### config.mk
export PLATFORM = sky130hd
export DESIGN_NAME = iso_err_flags
export DESIGN_NICKNAME = d
export VERILOG_FILES = /design/src/rtl/iso_err_pkg.sv /design/src/rtl/iso_buf_track.sv /design/src/rtl/iso_err_judge.sv /design/src/rtl/iso_err_status.sv /design/src/rtl/iso_err_flags.sv
export SDC_FILE = /design/constraint.sdc
export NUM_CORES = 1
export LEC_CHECK = 0
export BUFFER_PORTS_ARGS = -buffer_cell sky130_fd_sc_hd__buf_2
export CAP_MARGIN = 5
export CORE_AREA = 2 2 39 41
export DETAILED_ROUTE_END_ITERATION = 12
export DIE_AREA = 0 0 41 43
export SYNTH_ARGS = -nofsm -noshare
export SYNTH_HDL_FRONTEND = slang
export SYNTH_SLANG_ARGS = --single-unit
### constraint.sdc
create_clock -name clk_i -period 1.74 [get_ports clk_i]
set_input_delay 0.348 -clock clk_i [delete_from_list [all_inputs] [get_ports clk_i]]
set_output_delay 0.348 -clock clk_i [all_outputs]
set_load 0.1 [all_outputs]
### src/rtl/iso_err_pkg.sv
package iso_err_pkg;
  typedef enum logic {DIR_RX = 1'b0, DIR_TX = 1'b1} dir_e;

  typedef struct packed {
    logic accept;
    logic discard;
    logic send;
    logic zlp;
    logic ovr;
    logic crc;
  } verdict_t;
endpackage

### src/rtl/iso_buf_track.sv
module iso_buf_track #(
  parameter logic RDY_RST = 1'b0
) (
  input  logic clk_i,
  input  logic rst_ni,
  input  logic dir_tx_i,
  input  logic rd_done_i,
  input  logic wr_done_i,
  input  logic consume_i,
  output logic rdy_o
);
  import iso_err_pkg::*;

  logic done;
  assign done = (dir_e'(dir_tx_i) == DIR_TX) ? wr_done_i : rd_done_i;

  always_ff @(posedge clk_i or negedge rst_ni) begin
    if (!rst_ni) rdy_o <= RDY_RST;
    else         rdy_o <= (rdy_o & ~consume_i) | done;
  end

  a_r9_rdy_hold: assert property (@(posedge clk_i) disable iff (!rst_ni)
    (rdy_o && !consume_i) |=> rdy_o);
endmodule

### src/rtl/iso_err_judge.sv
module iso_err_judge (
  input  logic                  dir_tx_i,
  input  logic                  pkt_rx_i,
  input  logic                  crc_err_i,
  input  logic                  stuff_err_i,
  input  logic                  in_tok_i,
  input  logic                  rdy_i,
  output iso_err_pkg::verdict_t v_o
);
  import iso_err_pkg::*;

  logic rx_evt, tx_evt, bad, ovr_rx;

  always_comb begin
    rx_evt = pkt_rx_i & (dir_e'(dir_tx_i) == DIR_RX);
    tx_evt = in_tok_i & (dir_e'(dir_tx_i) == DIR_TX);
    bad    = rx_evt & (crc_err_i | stuff_err_i);
    ovr_rx = rx_evt & ~rdy_i;
    v_o.crc     = bad;
    v_o.ovr     = ovr_rx | (tx_evt & ~rdy_i);
    v_o.discard = bad | ovr_rx;
    v_o.accept  = rx_evt & ~bad & ~ovr_rx;
    v_o.zlp     = tx_evt & ~rdy_i;
    v_o.send    = tx_evt & rdy_i;
  end

  a_r2_accept_excl: assert final (!(v_o.accept && v_o.discard));
  a_r6_send_excl:   assert final (!(v_o.send && v_o.zlp));
endmodule

### src/rtl/iso_err_status.sv
module iso_err_status (
  input  logic                  clk_i,
  input  logic                  rst_ni,
  input  iso_err_pkg::verdict_t v_i,
  input  logic                  clr_ovr_i,
  input  logic                  clr_crc_i,
  output logic                  accept_o,
  output logic                  discard_o,
  output logic                  send_o,
  output logic                  zlp_o,
  output logic                  nrdy_o,
  output logic                  ovr_o,
  output logic                  crc_o
);
  always_ff @(posedge clk_i or negedge rst_ni) begin
    if (!rst_ni) begin
      accept_o  <= 1'b0;
      discard_o <= 1'b0;
      send_o    <= 1'b0;
      zlp_o     <= 1'b0;
      nrdy_o    <= 1'b0;
      ovr_o     <= 1'b0;
      crc_o     <= 1'b0;
    end else begin
      accept_o  <= v_i.accept;
      discard_o <= v_i.discard;
      send_o    <= v_i.send;
      zlp_o     <= v_i.zlp;
      nrdy_o    <= v_i.ovr | v_i.crc;
      // a new error wins over a clear in the same cycle
      ovr_o     <= (ovr_o & ~clr_ovr_i) | v_i.ovr;
      crc_o     <= (crc_o & ~clr_crc_i) | v_i.crc;
    end
  end

  a_r8_ovr_sticky: assert property (@(posedge clk_i) disable iff (!rst_ni)
    (ovr_o && !clr_ovr_i) |=> ovr_o);
  a_r8_crc_sticky: assert property (@(posedge clk_i) disable iff (!rst_ni)
    (crc_o && !clr_crc_i) |=> crc_o);
endmodule

### src/rtl/iso_err_flags.sv
module iso_err_flags #(
  parameter logic RDY_RST = 1'b0
) (
  input  logic clk_i,
  input  logic rst_ni,
  input  logic dir_tx_i,
  input  logic pkt_rx_i,
  input  logic crc_err_i,
  input  logic stuff_err_i,
  input  logic in_tok_i,
  input  logic rd_done_i,
  input  logic wr_done_i,
  input  logic clr_ovr_i,
  input  logic clr_crc_i,
  output logic pkt_accept_o,
  output logic discard_o,
  output logic tx_send_o,
  output logic zlp_req_o,
  output logic nrdy_o,
  output logic ovr_o,
  output logic crc_o
);
  import iso_err_pkg::*;

  logic     rdy;
  verdict_t v;

  iso_buf_track #(.RDY_RST(RDY_RST)) u_track (
    .clk_i, .rst_ni, .dir_tx_i, .rd_done_i, .wr_done_i,
    .consume_i(v.accept | v.send),
    .rdy_o(rdy)
  );

  iso_err_judge u_judge (
    .dir_tx_i, .pkt_rx_i, .crc_err_i, .stuff_err_i, .in_tok_i,
    .rdy_i(rdy),
    .v_o(v)
  );

  iso_err_status u_status (
    .clk_i, .rst_ni, .v_i(v), .clr_ovr_i, .clr_crc_i,
    .accept_o(pkt_accept_o), .discard_o, .send_o(tx_send_o),
    .zlp_o(zlp_req_o), .nrdy_o, .ovr_o, .crc_o
  );

  a_r1_rx_overrun: assert property (@(posedge clk_i) disable iff (!rst_ni)
    (pkt_rx_i && !dir_tx_i && !rdy) |=> (ovr_o && nrdy_o && discard_o));
  a_r5_tx_underrun: assert property (@(posedge clk_i) disable iff (!rst_ni)
    (in_tok_i && dir_tx_i && !rdy) |=> (ovr_o && nrdy_o && zlp_req_o));
  a_r7_no_crc_tx: assert property (@(posedge clk_i) disable iff (!rst_ni)
    (dir_tx_i && !crc_o) |=> !crc_o);
  a_r4_bad_discard: assert property (@(posedge clk_i) disable iff (!rst_ni)
    (pkt_rx_i && !dir_tx_i && (crc_err_i || stuff_err_i)) |=> (discard_o && !pkt_accept_o));
endmodule

==> results.yml <==
grt:
  met3_usage_pct: 3.14
  top_usage_layer: "met4"
  grt_use_met2_pct: 9.38
  grt_pass1_wl_um: 862
  antenna_found_initial: 0
  grt_pass1_vias: 216
  grt.overflow.total: 0
  globalRouteTotalUtil_pct: 8.17
  grt_start_max_net_pins: 9
  grtUsageMet1_pct: 9.77
clock_tree:
  cts-htree-levels: 1
  cts_tree: "yes"
  cts-resized-gates: 0
  clk_path_buf_depth: 2
  cts_sinks: 8
  clk_pin_slew_worst_paths_ps: 50
  cts_buffers: 3
  clock_latency_ps: 240
  cts_root_buffer: "clkbuf_4"
cells_and_area:
  antenna_cells: 0
  final_cell_mix: "buf_2, dfrtp_1, nor2_1"
  layout_commonest_cell: "buf_2"
  fillCellCount: 147
  area_growth_pct: 42.0
  nets: 61
  drive_gt1_share_pct: 47.9
  final_util_pct: 33.6
synth:
  synth_seq_cells: 8
  synth_fp_nets: 38
  yosysUniqueCellTypes: 12
  ys_warn_count: 0
  ys_seq_area_share_pct: 61.1
  synth_cells: 27
  synth_area_um2: 328
  syn_avg_cell_area_um2: 12.1
sta:
  fin_setup_tns_ps: 0
  final_max_slew_viol_count: 0
  grt_setup_unrepaired: "no"
  worst_slew_pin_slew_ps: 485
  finalSetupViolCount: 0
  fin_crit_ps: 1350
  max_freq_mhz: 739
  finClkSkew_ps: 0.809
  hold_violations: 0
  final.period_utilization_pct: 77.8
  slew-limit-headroom_pct: 67.9
power:
  sw_frac_of_total_pct: 35.8
  p_sw_mw: 0.173
  p_comb_share_pct: 29.9
  pwr-share-seq_pct: 42.8
  leakage_nw: 0.253
  p_int_mw: 0.310
  p_clk_share_pct: 27.3
  vdd_ir_drop_max_uv: 244
  p_per_area_nw_per_um2: 1040
outcome:
  status: "complete, no violations"
route:
  via_count: 266
  vias_per_cell: 4.16
  ant_nets: 0
  wire_per_inst_um: 9.42
  drt-total-wl_um: 603
  drtIter0Drc: 2
  route.detailed.drc: 0
  drt_pass1_iterations: 2
die:
  rows: 14
  start_util_pct: 23.7
  coreArea_um2: 1380
  top_level_ports: 18
  die_w_um: 41
  die_h_um: 43
  dieArea_um2: 1760
setup_path:
  arrival_ps: 1010
  path_class: "reg -> out"
  critPathSlowestCell: "buf_2"
  critPathTopFamily: "buffers and inverters"
  crit_fanout: 2
  crit_chain: "buf_2"
  worst-path-buf-inv: 1
  max_stage_delay_ps: 420
  startpoint_type: "flop"
  cp-end-kind: "output port"
  cp_data_required_time_ps: 1390
placement:
  hpwl_um: 504
  io_buffers: 17
  place_congestion: 0.659
flow_run:
  maxCapViolCount: 0
worst_hold_path:
  min_path_type: "in -> reg"
-- metrics by stage --
stage	area (um2)	setup WS, ps	hold slack, ps	total power [mW]	cells
after floorplan	328	495	52.4	0.318	27
after detailed placement	433	641	197	0.354	60
after global routing	465	337	272	0.513	64
final	465	387	288	0.484	64
after CTS	465	369	280	0.494	64
after global placement	433	656	194	0.352	60
-- flip-flops by register name (all words and copies together), names as in the netlist --
| name | cells |
|---|---|
| u_status.accept_o | 1 |
| u_status.crc_o | 1 |
| u_status.discard_o | 1 |
| u_status.nrdy_o | 1 |
| u_status.ovr_o | 1 |
| u_status.send_o | 1 |
| u_status.zlp_o | 1 |
| u_track.rdy_o | 1 |
-- layout make-up --
class	count	area [um2]	area share, %
timing repair buffer	18	95.1	20.4
multi-input combinational	16	116	25.0
tap	16	20.0	4.30
sequential	8	200	43.0
inverter	3	11.3	2.42
clock buffer	3	22.5	4.84
-- cell families after synthesis --
| group | after synthesis | share of synthesized area [%] |
|---|---|---|
| AO/OA/AOI/OAI | 4 | 8.40 |
| multiplexers | 2 | 6.11 |
| AND/OR/NAND/NOR | 10 | 21.0 |
| buffers and inverters | 3 | 3.43 |
| flip-flops | 8 | 61.1 |
-- path summary, 6_finish.rpt --
| check | end | from | cells past startpoint | slack, ps |
|---|---|---|---|---|
| max | crc_o | u_status.crc_o$_DFF_PN0_ | 1 | 390 |
| min | u_status.crc_o$_DFF_PN0_ | clr_crc_i | 2 | 290 |
| max reg2reg | u_status.accept_o$_DFF_PN0_ | u_track.rdy_o$_DFF_PN0_ | 2 | 840 |
| min reg2reg | u_status.zlp_o$_DFF_PN0_ | u_track.rdy_o$_DFF_PN0_ | 1 | 540 |
| max in group asynchronous | u_status.send_o$_DFF_PN0_ | rst_ni | 2 | 1110 |
| min in group asynchronous | u_status.nrdy_o$_DFF_PN0_ | rst_ni | 2 | 470 |
-- layer usage --
layer,vias to the layer above,routed length (um)
li1,136,-
met2,17,268
met5,-,0
met4,0,7
met1,111,259
met3,2,68
-- power groups by stage --
stage	sequential (mW)	clock (mW)	combinational (mW)
CTS	0.207	0.141	0.146
detailed placement	0.210	0	0.144
finish	0.207	0.132	0.145
global route	0.208	0.153	0.152
floorplan	0.295	0	0.0234
global placement	0.209	0	0.143
-- synthesized netlist by cell type --
cell type | n | area, um2
nor3b_2 | 1 | 12.5
o311ai_1 | 1 | 8.76
nor2b_2 | 1 | 8.76
nand3b_1 | 1 | 7.51
o22ai_1 | 3 | 18.8
dfrtp_1 | 8 | 200
nand2_1 | 1 | 3.75
nor2_1 | 4 | 15.0
nand2b_4 | 1 | 13.8
mux2i_1 | 2 | 20.0
inv_1 | 3 | 11.3
nor3b_1 | 1 | 7.51
-- worst register-to-register path, cell delays in order (launching register included) --
cell	delay (ps)
dfrtp_1	420
nor3b_2	250
nor2b_2	170
-- what timing repair did --
item	CTS	global route
hold buffers	1	0
endpoints found under the setup margin	0	0
setup buffers	0	0
hold endpoints to repair	8	0
(Power assumes the default switching activity.)
